--- src/rtl/mlt_pkg.sv ---
package mlt_pkg;
    localparam int MAC_W   = 48;
    localparam int KIND_LO = 60;
    localparam int MC_BIT  = 40;
    localparam int BLK_BIT = 65;
    localparam int PORT_LO = 66;

    localparam int OFF_CTRL = 'h00;
    localparam int OFF_TCTL = 'h04;
    localparam int OFF_WHI  = 'h08;
    localparam int OFF_WMID = 'h0C;
    localparam int OFF_WLO  = 'h10;
    localparam int OFF_PST0 = 'h14;

    typedef enum logic [1:0] {
        KIND_FREE  = 2'd0,
        KIND_ADDR  = 2'd1,
        KIND_VLAN  = 2'd2,
        KIND_VADDR = 2'd3
    } kind_e;

    typedef enum logic [1:0] {
        PST_OFF   = 2'd0,
        PST_BLOCK = 2'd1,
        PST_LEARN = 2'd2,
        PST_FWD   = 2'd3
    } pst_e;

    typedef enum logic [1:0] {
        SQ_IDLE  = 2'd0,
        SQ_SCAN  = 2'd1,
        SQ_CLEAR = 2'd2
    } sq_e;
endpackage

--- src/rtl/mlt_store.sv ---
module mlt_store #(
    parameter int DEPTH = 16,
    parameter int ENT_W = 69,
    localparam int IW   = $clog2(DEPTH)
) (
    input  logic             clk,
    input  logic             rst_n,
    input  logic             we_i,
    input  logic [IW-1:0]    widx_i,
    input  logic [ENT_W-1:0] wdata_i,
    input  logic [IW-1:0]    aidx_i,
    output logic [ENT_W-1:0] adata_o,
    input  logic [IW-1:0]    bidx_i,
    output logic [ENT_W-1:0] bdata_o
);
    logic [ENT_W-1:0] mem_q [DEPTH];
    logic [ENT_W-1:0] mem_d [DEPTH];

    always_comb begin
        mem_d = mem_q;
        if (we_i) begin
            mem_d[widx_i] = wdata_i;
        end
    end

    assign adata_o = mem_q[aidx_i];
    assign bdata_o = mem_q[bidx_i];

    always_ff @(posedge clk or negedge rst_n) begin
        if (!rst_n) begin
            mem_q <= '{default: '0};
        end else begin
            mem_q <= mem_d;
        end
    end
endmodule

--- src/rtl/mlt_match.sv ---
module mlt_match import mlt_pkg::*; #(
    parameter int NPORTS = 3,
    localparam int ENT_W = PORT_LO + NPORTS
) (
    input  logic [ENT_W-1:0]  entry_i,
    input  logic [MAC_W-1:0]  mac_i,
    input  logic [NPORTS-1:0] fwd_i,
    output logic              hit_o,
    output logic              mcast_o,
    output logic [1:0]        port_o,
    output logic [NPORTS-1:0] mask_o
);
    kind_e kind;

    always_comb begin
        kind    = kind_e'(entry_i[KIND_LO +: 2]);
        hit_o   = ((kind == KIND_ADDR) || (kind == KIND_VADDR)) &&
                  (entry_i[MAC_W-1:0] == mac_i);
        mcast_o = entry_i[MC_BIT];
        port_o  = entry_i[PORT_LO +: 2];
        mask_o  = '0;
        if (mcast_o) begin
            mask_o = entry_i[PORT_LO +: NPORTS] & fwd_i;
        end else if (!entry_i[BLK_BIT]) begin
            for (int p = 0; p < NPORTS; p++) begin
                if (port_o == 2'(p)) begin
                    mask_o[p] = fwd_i[p];
                end
            end
        end
    end
endmodule

--- src/rtl/mlt_seq.sv ---
module mlt_seq import mlt_pkg::*; #(
    parameter int DEPTH  = 16,
    parameter int NPORTS = 3,
    localparam int IW    = $clog2(DEPTH)
) (
    input  logic              clk,
    input  logic              rst_n,
    input  logic              en_i,
    input  logic              clr_req_i,
    input  logic              lkp_valid_i,
    input  logic [MAC_W-1:0]  lkp_mac_i,
    input  logic              m_hit_i,
    input  logic              m_mcast_i,
    input  logic [1:0]        m_port_i,
    input  logic [NPORTS-1:0] m_mask_i,
    output logic              lkp_ready_o,
    output logic [IW-1:0]     idx_o,
    output logic [MAC_W-1:0]  mac_o,
    output logic              clr_we_o,
    output logic              clearing_o,
    output logic              res_valid_o,
    output logic              res_hit_o,
    output logic              res_mcast_o,
    output logic [1:0]        res_port_o,
    output logic [NPORTS-1:0] res_mask_o
);
    localparam logic [IW-1:0] LAST = IW'(DEPTH - 1);

    typedef struct packed {
        sq_e               st;
        logic [IW-1:0]     idx;
        logic              pend;
        logic [MAC_W-1:0]  mac;
        logic              rv;
        logic              rh;
        logic              rm;
        logic [1:0]        rp;
        logic [NPORTS-1:0] rk;
    } seq_s;

    seq_s q, d;

    always_comb begin
        d        = q;
        d.rv     = 1'b0;
        clr_we_o = 1'b0;
        if (clr_req_i) begin
            d.pend = 1'b1;
        end
        case (q.st)
            SQ_IDLE: begin
                if (q.pend) begin
                    d.st   = SQ_CLEAR;
                    d.idx  = '0;
                    d.pend = 1'b0;
                end else if (lkp_valid_i) begin
                    if (!en_i) begin
                        d.rv = 1'b1;
                        d.rh = 1'b0;
                        d.rm = 1'b0;
                        d.rp = '0;
                        d.rk = '0;
                    end else begin
                        d.st  = SQ_SCAN;
                        d.idx = '0;
                        d.mac = lkp_mac_i;
                    end
                end
            end
            SQ_SCAN: begin
                if (m_hit_i) begin
                    d.st = SQ_IDLE;
                    d.rv = 1'b1;
                    d.rh = 1'b1;
                    d.rm = m_mcast_i;
                    d.rp = m_port_i;
                    d.rk = m_mask_i;
                end else if (q.idx == LAST) begin
                    d.st = SQ_IDLE;
                    d.rv = 1'b1;
                    d.rh = 1'b0;
                    d.rm = 1'b0;
                    d.rp = '0;
                    d.rk = '0;
                end else begin
                    d.idx = q.idx + 1'b1;
                end
            end
            SQ_CLEAR: begin
                clr_we_o = 1'b1;
                if (q.idx == LAST) begin
                    d.st = SQ_IDLE;
                end else begin
                    d.idx = q.idx + 1'b1;
                end
            end
            default: d.st = SQ_IDLE;
        endcase
    end

    always_ff @(posedge clk or negedge rst_n) begin
        if (!rst_n) begin
            q <= '0;
        end else begin
            q <= d;
        end
    end

    assign lkp_ready_o = (q.st == SQ_IDLE) && !q.pend;
    assign idx_o       = q.idx;
    assign mac_o       = q.mac;
    assign clearing_o  = q.pend || (q.st == SQ_CLEAR);
    assign res_valid_o = q.rv;
    assign res_hit_o   = q.rh;
    assign res_mcast_o = q.rm;
    assign res_port_o  = q.rp;
    assign res_mask_o  = q.rk;


    ucast_onehot_chk: assert property (@(posedge clk) disable iff (!rst_n)
        (res_valid_o && res_hit_o && !res_mcast_o) |-> $onehot0(res_mask_o));


    off_miss_chk: assert property (@(posedge clk) disable iff (!rst_n)
        $past(lkp_valid_i && lkp_ready_o && !en_i) |-> (res_valid_o && !res_hit_o));


    clear_len_chk: assert property (@(posedge clk) disable iff (!rst_n)
        ($past(q.st == SQ_CLEAR) && (q.st == SQ_IDLE)) |-> ($past(q.idx) == LAST));
endmodule

--- src/rtl/mac_lookup_table.sv ---
module mac_lookup_table import mlt_pkg::*; #(
    parameter int DEPTH  = 16,
    parameter int NPORTS = 3,
    parameter int AW     = 6
) (
    input  logic              clk,
    input  logic              rst_n,
    input  logic [AW-1:0]     reg_addr,
    input  logic              reg_we,
    input  logic [31:0]       reg_wdata,
    output logic [31:0]       reg_rdata,
    input  logic              lkp_valid,
    input  logic [47:0]       lkp_mac,
    output logic              lkp_ready,
    output logic              res_valid,
    output logic              res_hit,
    output logic              res_mcast,
    output logic [1:0]        res_port,
    output logic [NPORTS-1:0] res_mask
);
    localparam int IW    = $clog2(DEPTH);
    localparam int ENT_W = PORT_LO + NPORTS;
    localparam int HI_W  = ENT_W - 64;

    typedef struct packed {
        logic                   en;
        logic                   vlan;
        logic [HI_W-1:0]        whi;
        logic [31:0]            wmid;
        logic [31:0]            wlo;
        logic [IW-1:0]          tidx;
        logic [NPORTS-1:0][1:0] ps;
    } reg_s;

    reg_s r_q, r_d;

    logic              clr_req, cpu_st, clr_we, clearing;
    logic              st_we;
    logic [IW-1:0]     st_widx, seq_idx;
    logic [ENT_W-1:0]  st_wdata, rd_a, rd_b;
    logic [MAC_W-1:0]  scan_mac;
    logic [NPORTS-1:0] fwd_set, m_mask;
    logic              m_hit, m_mcast;
    logic [1:0]        m_port;

    always_comb begin
        for (int p = 0; p < NPORTS; p++) begin
            fwd_set[p] = (r_q.ps[p] == PST_FWD);
        end
    end

    always_comb begin
        r_d     = r_q;
        clr_req = 1'b0;
        cpu_st  = 1'b0;
        if (reg_we) begin
            if (reg_addr == AW'(OFF_CTRL)) begin
                r_d.en   = reg_wdata[0];
                r_d.vlan = reg_wdata[2];
                clr_req  = reg_wdata[1];
            end
            if (reg_addr == AW'(OFF_TCTL)) begin
                r_d.tidx = reg_wdata[IW-1:0];
                if (reg_wdata[31]) begin
                    cpu_st = 1'b1;
                end else begin
                    {r_d.whi, r_d.wmid, r_d.wlo} = rd_b;
                end
            end
            if (reg_addr == AW'(OFF_WHI))  r_d.whi  = reg_wdata[HI_W-1:0];
            if (reg_addr == AW'(OFF_WMID)) r_d.wmid = reg_wdata;
            if (reg_addr == AW'(OFF_WLO))  r_d.wlo  = reg_wdata;
            for (int p = 0; p < NPORTS; p++) begin
                if (reg_addr == AW'(OFF_PST0 + 4 * p)) begin
                    r_d.ps[p] = reg_wdata[1:0];
                end
            end
        end
    end

    always_ff @(posedge clk or negedge rst_n) begin
        if (!rst_n) begin
            r_q <= '0;
        end else begin
            r_q <= r_d;
        end
    end

    always_comb begin
        reg_rdata = '0;
        if (reg_addr == AW'(OFF_CTRL)) reg_rdata = {29'b0, r_q.vlan, clearing, r_q.en};
        if (reg_addr == AW'(OFF_TCTL)) reg_rdata = 32'(r_q.tidx);
        if (reg_addr == AW'(OFF_WHI))  reg_rdata = 32'(r_q.whi);
        if (reg_addr == AW'(OFF_WMID)) reg_rdata = r_q.wmid;
        if (reg_addr == AW'(OFF_WLO))  reg_rdata = r_q.wlo;
        for (int p = 0; p < NPORTS; p++) begin
            if (reg_addr == AW'(OFF_PST0 + 4 * p)) begin
                reg_rdata = {30'b0, r_q.ps[p]};
            end
        end
    end

    assign st_we    = clr_we || (cpu_st && !clearing);
    assign st_widx  = clr_we ? seq_idx : reg_wdata[IW-1:0];
    assign st_wdata = clr_we ? '0 : {r_q.whi, r_q.wmid, r_q.wlo};

    mlt_store #(.DEPTH(DEPTH), .ENT_W(ENT_W)) u_store (
        .clk     (clk),
        .rst_n   (rst_n),
        .we_i    (st_we),
        .widx_i  (st_widx),
        .wdata_i (st_wdata),
        .aidx_i  (seq_idx),
        .adata_o (rd_a),
        .bidx_i  (reg_wdata[IW-1:0]),
        .bdata_o (rd_b)
    );

    mlt_match #(.NPORTS(NPORTS)) u_match (
        .entry_i (rd_a),
        .mac_i   (scan_mac),
        .fwd_i   (fwd_set),
        .hit_o   (m_hit),
        .mcast_o (m_mcast),
        .port_o  (m_port),
        .mask_o  (m_mask)
    );

    mlt_seq #(.DEPTH(DEPTH), .NPORTS(NPORTS)) u_seq (
        .clk         (clk),
        .rst_n       (rst_n),
        .en_i        (r_q.en),
        .clr_req_i   (clr_req),
        .lkp_valid_i (lkp_valid),
        .lkp_mac_i   (lkp_mac),
        .m_hit_i     (m_hit),
        .m_mcast_i   (m_mcast),
        .m_port_i    (m_port),
        .m_mask_i    (m_mask),
        .lkp_ready_o (lkp_ready),
        .idx_o       (seq_idx),
        .mac_o       (scan_mac),
        .clr_we_o    (clr_we),
        .clearing_o  (clearing),
        .res_valid_o (res_valid),
        .res_hit_o   (res_hit),
        .res_mcast_o (res_mcast),
        .res_port_o  (res_port),
        .res_mask_o  (res_mask)
    );


    miss_empty_chk: assert property (@(posedge clk) disable iff (!rst_n)
        (res_valid && !res_hit) |-> (res_mask == '0));


    fwd_only_chk: assert property (@(posedge clk) disable iff (!rst_n)
        res_valid |-> ((res_mask & ~$past(fwd_set)) == '0));
endmodule

--- config.mk ---
export PLATFORM = sky130hd
export DESIGN_NAME = mac_lookup_table
export DESIGN_NICKNAME = d
export VERILOG_FILES = /design/src/rtl/mlt_pkg.sv /design/src/rtl/mlt_store.sv /design/src/rtl/mlt_match.sv /design/src/rtl/mlt_seq.sv /design/src/rtl/mac_lookup_table.sv
export SDC_FILE = /design/constraint.sdc
export NUM_CORES = 2
export LEC_CHECK = 0
export ABC_CLOCK_PERIOD_IN_PS = 3780
export BUFFER_PORTS_ARGS = -buffer_cell sky130_fd_sc_hd__buf_2
export CORE_ASPECT_RATIO = 1.2
export CORE_MARGIN = 4
export CORE_UTILIZATION = 30
export DETAILED_ROUTE_END_ITERATION = 8
export GPL_TIMING_DRIVEN = 0
export PLACE_DENSITY = 0.43
export SLEW_MARGIN = 20
export SYNTH_ARGS = -nofsm -noshare
export SYNTH_HDL_FRONTEND = slang
export SYNTH_SLANG_ARGS = --single-unit
--- constraint.sdc ---
create_clock -name clk -period 3.78 [get_ports clk]
set_clock_uncertainty 0.2 [all_clocks]
set_input_delay 0.756 -clock clk [delete_from_list [all_inputs] [get_ports clk]]
set_output_delay 0.756 -clock clk [all_outputs]
set_load 0.02 [all_outputs]
== Word level (Yosys, flattened, before mapping) ==
Index checks and enable logic that the tools add are counted.
Word-level totals
  register bits: 1248
  input bits: 90
  output and inout bits: 41
  logic and storage cells: 155
Operators by class
  add/sub/neg operators: 1
  magnitude comparators: 4
  equality and inequality tests: 28
  multiplexer cells: 54
  bitwise operators: 5
  reduce and logical (&&, ||, !) cells: 29
Operator list (count)
  bitwise mux 1104 bit: 1
  binary-select mux 69 bit (select 4 bit): 2
  two-way mux 69 bit: 7
  demux 69 bit (select 4 bit): 1
  two-way mux 32 bit: 8
  two-way mux 56 bit: 2
  two-way mux 73 bit: 1
  two-way mux 49 bit: 1
  equality test 48 bit: 1
  two-way mux 48 bit: 1
  equality test 6 x 5 -> 1 bit (second input constant): 4
  two-way mux 8 bit: 3
  two-way mux 6 bit: 3
  two-way mux 4 bit: 4
  case mux 8 bit (2 select lines): 1
  greater-or-equal comparator 5 bit (second input constant): 3
  inverter 4 -> 5 bit: 3
  equality test 2 bit (second input constant): 6
  equality test 6 x 4 -> 1 bit (second input constant): 2
  case mux 4 bit (3 select lines): 1
  AND reduction 2 bit: 6
  two-way mux 1 bit: 11
  two-way mux 3 bit: 3
  inequality test 3 x 2 -> 1 bit (second input constant): 3
  other kinds (22): 43

== Logic depth before layout (Yosys ltp) ==
  word-level depth: 10
  depth in mapped cells: 17
  depth with buffers taken out: 10

== Modules after synthesis ==
Synthesis repeated with hierarchy kept, for this count alone.
Second synthesis, totals
  cells, all modules: 4353
  area, all modules: 65327.7 µm²
Modules (own cells, without submodules)
  mlt_store: instances 1, cells each 3577, area an instance 56862.0 µm², seq. area each 27626.5 µm²
  mac_lookup_table: instances 1, cells each 467, area an instance 4787.1 µm², seq. area each 2026.9 µm²
  mlt_seq: instances 1, cells each 232, area an instance 3047.9 µm², seq. area each 1576.5 µm²
  mlt_match: instances 1, cells each 77, area an instance 630.6 µm², seq. area each 0.0 µm²

== Least setup slack after synthesis ==
Ideal clock, no wire load.
  path kind: input-to-reg
  start: input reg_wdata[0]
  end: register r_q[76] (netlist name)
  library setup time: 0.143 ns
  arrival: 3.432 ns
  data required time: 3.437 ns
  setup slack: 0.005 ns
  stages: 9
  buffers on the path: 4
  path through: clkbuf_1 -> buf_1 -> buf_1 -> buf_1 -> mux4_2 -> mux2i_1 -> nor2_1 -> o22ai_1 -> o21ai_0
Between the ends
  longest elaborated chain between the ends: 7
RTL lines
  start: declaration: RTL line mac_lookup_table.sv:10  | input logic [31:0] reg_wdata,
  inverter 4 -> 5 bit (not written as such): RTL line mlt_store.sv:27  | assign bdata_o = mem_q[bidx_i];
  binary-select mux 69 bit (select 4 bit): RTL line mlt_store.sv:27
  two-way mux 69 bit (not written as such) (2 in a row): RTL line mlt_store.sv:27
  two-way mux 69 bit: RTL line mac_lookup_table.sv:64  | if (reg_wdata[31]) begin
  two-way mux 73 bit: RTL line mac_lookup_table.sv:62  | if (reg_addr == AW'(OFF_TCTL)) begin
  two-way mux 5 bit: RTL line mac_lookup_table.sv:70  | if (reg_addr == AW'(OFF_WHI)) r_d.whi = reg_wdata[HI_W-1:0];
  end signal: assignment: RTL line mac_lookup_table.sv:85  | r_q <= r_d;
  end: declaration: RTL line mac_lookup_table.sv:35  | reg_s r_q, r_d;
Every way passes these cells. The select of a mux whose other input is x is not followed.
A chain may end at the register's enable or synchronous reset.

== Final worst setup path ==
  start: register u_seq.q, in the netlist u_seq.idx_o[1]
  end: register u_seq.q, in the netlist u_seq.res_mask_o[1]
Between the ends
  longest elaborated chain between the ends: 10
  elaborated cells on any way between the ends: 19
  classes of those cells: eq/ne (6); mux (8); bitwise (2); reduce/logical (3)
RTL lines
  start: declaration: RTL line mlt_seq.sv:41  | seq_s q, d;
  start signal: assignment: RTL line mlt_seq.sv:103  | q <= '0;
  start signal: assignment: RTL line mlt_seq.sv:105  | q <= d;
  inverter 4 -> 5 bit (not written as such): RTL line mlt_store.sv:26  | assign adata_o = mem_q[aidx_i];
  binary-select mux 69 bit (select 4 bit): RTL line mlt_store.sv:26
  two-way mux 69 bit (not written as such) (2 in a row): RTL line mlt_store.sv:26
  equality test 2 x 1 -> 1 bit: RTL line mlt_match.sv:26  | if (port_o == 2'(p)) begin
  two-way mux 1 bit: RTL line mlt_match.sv:26
  two-way mux 3 bit: RTL line mlt_match.sv:24  | end else if (!entry_i[BLK_BIT]) begin
  two-way mux 3 bit: RTL line mlt_match.sv:22  | if (mcast_o) begin
  two-way mux 8 bit: RTL line mlt_seq.sv:71  | if (m_hit_i) begin
  case mux 8 bit (2 select lines): RTL line mlt_seq.sv:50  | case (q.st)
Several ways; a longest one is shown, not always the timed one. The select of a mux whose other input is x is not followed.

==> out/metrics.csv <==
metric,value,unit
FF-to-FF setup slack,-0.91,ns
Fin Hold WS,0.105,ns
pin count of the biggest net entering global routing,131,
Comb pwr share,0.249,
worst r2r path cells,15,
min Tclk post-route,4.69,ns
"Distinct cells, synth",76,
die area,218000,um2
DR DRC count,0,
Hold Crit Depth,3,
max cap viols,0,
core box area,209000,um2
RSZ-0062 raised after global routing,yes,
hold wc startpoint,reg_wdata[24],
Max rail drop VDD,0.503,mV
sequential power share,0.374,
hold crit path type,input pin to flop,
r2r endpoint,u_seq.res_mask_o[1]$_DFFE_PN0P_,
Routed WL per cell,39.5,um
"Arr. time, crit path",5.20,ns
top-count cell post-synth,dfrtp_1,
Post-synth top cells,"dfrtp_1 (1248), nand2_1 (1244), o21ai_0 (1203), mux4_2 (482), clkbuf_1 (412)",
first-pass GRT wire length,483,mm
Slowest cell on crit path,dfrtp_4,
worst-path maximum fanout,8,
antenna violations before repair,31,
row cnt,184,
Area Overhead vs Synth,22.0,%
sequential element share of the synthesized area,0.495,
critical path class,flop to flop,
Least-Margin Pin Slew,1.25,ns
die width,427,um
post-DR vias/cell,6.02,
detailed-route wire length,360,mm
filler cell count,20900,
total CTS buffers,145,
Longest Clk Path Bufs,3,
Mapped Area,63100,um2
Hold Path End,r_q[34]$_DFFE_PN0P_,
Final setup viols,51,
"FF+latch count, synth",1248,
router iterations before antenna repair,8,
layout cells sized above 1,0.249,
GP Congestion,1.02,
CP startpoint kind,flop,
via count,54800,
ys flop type,dfrtp_1,
CP cell instances,buf_12 -> buf_16 -> buf_16 -> buf_16 -> buf_16 -> mux4_2 -> mux2i_4 -> xnor2_2 -> a211oi_4 -> o2111ai_4 -> nor4_4 -> nand3_2 -> or3_4 -> a32o_2 -> a22o_1,
CTS tree,done,
first-iteration detailed-routing DRC count,7094,
DRT antenna net count,0,
Syn Nets,5813,
Clk pwr share,0.377,
count of input and output buffers,125,
gr usage total,0.327,
CP required,4.29,ns
final hold violations,0,
Post-synth EDFFs,0,
Worst Setup End Kind,flop,
Final HPWL DP,261,mm
headroom to the max-slew limit,0.165,
Final Max Tran Viols,0,
setup ws final,-0.912,ns
Clock Sinks,1248,
vias in the first global route,53100,
CP dominant cell by count,buf_16,
Post-synth ARST share,1.00,
Yosys warnings,0,
final worst-path cycle share,1.24,
total global routing overflow,0,
Fmax,213,MHz
Die Y,510,um
biggest area consumer among synthesized cells,dfrtp_1,
placement-stage cell area,68400,um2
Mean Syn Cell Area,11.0,um2
outcome,finished with violations,
design area,77000,um2
Pwr per Cell Area,508,nW/um2
H-tree levels,4,
synth top area cells,"dfrtp_1 (49%), mux4_2 (17%), o21ai_0 (9.5%)",
reg2reg start,u_seq.idx_o[1]$_DFFE_PN0P_,
Initial Utilization,0.302,
post-place setup slack,-2.92,ns
Pleak,0.0314,uW
flip-flop and latch area,31200,um2
num ports,131,
post-synth top area share,0.495,
violated checks,negative setup slack,
switching share of total power,0.345,
clock-pin slew on the worst setup and hold paths,0.06,ns
CP startpoint,u_seq.idx_o[1]$_DFFE_PN0P_,
Pint,25700,uW
Root Driver,clkbuf_16,
switching power,13500,uW
synthesized instance count,5718,
Final nets,6276,
Worst path max stage delay,0.56,ns
later-pin clock latency in the skew report,0.84,ns
multi-input logic area,30300,um2
critical path: cells and delay by family (launching register included):
kind | cells | cell delay, ns
muxes | 2 | 0.61
and+or+nand+nor | 3 | 0.80
xor gates and xnor gates | 1 | 0.12
buffers and inverters | 5 | 0.93
AOI/OAI and AO/OA | 4 | 1.25
DFF | 1 | 0.56
kinds of logic after synthesis:
group                    share of synthesized area
buffers and inverters                       0.0403
AO/OA/AOI/OAI                                0.135
AND/OR/NAND/NOR                             0.0990
multiplexers                                 0.224
XOR/XNOR                                   0.00638
flip-flops                                   0.495
adder cells (fa/ha/maj)                   0.000991
layout by cell type, fill, tap and decap left out, drive strengths merged, types with 8 or more instances in the layout:
cell / count
o22ai: 28
dfrtp: 1248
diode: 20
nand2: 1244
a22oi: 118
nor3: 14
nor2: 59
o21ai: 1211
nor2b: 12
nand4: 11
xor2: 12
a211oi: 9
mux4: 487
buf: 432
a21o: 8
nand2b: 87
bufinv: 8
xnor2: 34
nand3b: 8
inv: 38
clkbuf: 589
dlygate4sd3: 49
nor4: 14
mux2i: 223
mux2: 79
clkinv: 23
a21oi: 34
nand3: 37
a22o: 53
layer usage:
metal	GRT usage	part of all wire	up-vias	routed length (um)
li1	-	-	21700	-
met1	0.405	0.38	29200	136000
met2	0.506	0.45	3072	163000
met3	0.0754	0.085	866	30700
met4	0.229	0.084	4	30400
met5	0	0.000078	-	28
worst max-delay path by stage:
stage | to | slack [ns] | cells after the start
finish | u_seq.res_mask_o[1]$_DFFE_PN0P_ | -0.91 | 15
global route | u_seq.res_mask_o[1]$_DFFE_PN0P_ | -0.86 | 14
CTS | u_seq.res_mask_o[1]$_DFFE_PN0P_ | -0.94 | 15
detailed placement | u_store.mem_q[395]$_DFFE_PN0P_ | -2.92 | 12
global placement | u_store.mem_q[339]$_DFFE_PN0P_ | -28.01 | 1
floorplan | r_q[76]$_DFFE_PN0P_ | 0.005 | 9
cell type report:
class | count | area share
diodes | 20 | 0.000650
clock inverters | 42 | 0.00671
flip-flops and latches | 1248 | 0.406
multi-input cells | 3897 | 0.394
inverters | 31 | 0.00151
repair buffers | 319 | 0.0414
plain buffers | 539 | 0.0486
clock buffers | 214 | 0.0563
well taps | 2790 | 0.0453
what timing repair did:
action | in CTS | in global routing
gates resized for setup | 393 | 465
gates cloned | 1 | 1
hold buffers | 49 | 0
pin swaps | 15 | 32
buffers inserted | 52 | 51
endpoints found under the setup margin | 1199 | 1136
hold endpoints to repair | 108 | 0
through the flow:
step	TNS, ns	instances	utilization	total power (uW)
after floorplan	0	5718	-	18100
after global placement	-	8633	0.321	22700
after detailed placement	-2268.45	8674	0.327	22800
after CTS	-491.22	9032	0.362	38500
after global routing	-10.56	9081	0.368	39800
final	-11.94	9100	0.368	39100
flip-flops by register name, indices dropped and copies added (netlist names):
name               count
u_seq.res_port_o       2
u_seq.res_hit_o        1
u_seq.res_mcast_o      1
r_q                   81
u_seq.mac_o           48
u_seq.idx_o            4
u_seq.q                3
u_seq.res_mask_o       3
u_store.mem_q       1104
u_seq.res_valid_o      1
power groups by stage:
stage / Sequential [uW] / Combinational [uW] / Clock (uW)
detailed placement: 14800 / 7990 / 0
global route: 14600 / 9770 / 15400
finish: 14600 / 9750 / 14800
floorplan: 14300 / 3800 / 0
CTS: 14600 / 8980 / 14900
global placement: 14800 / 7830 / 0
Note: power is estimated with default switching activity, not from simulation.
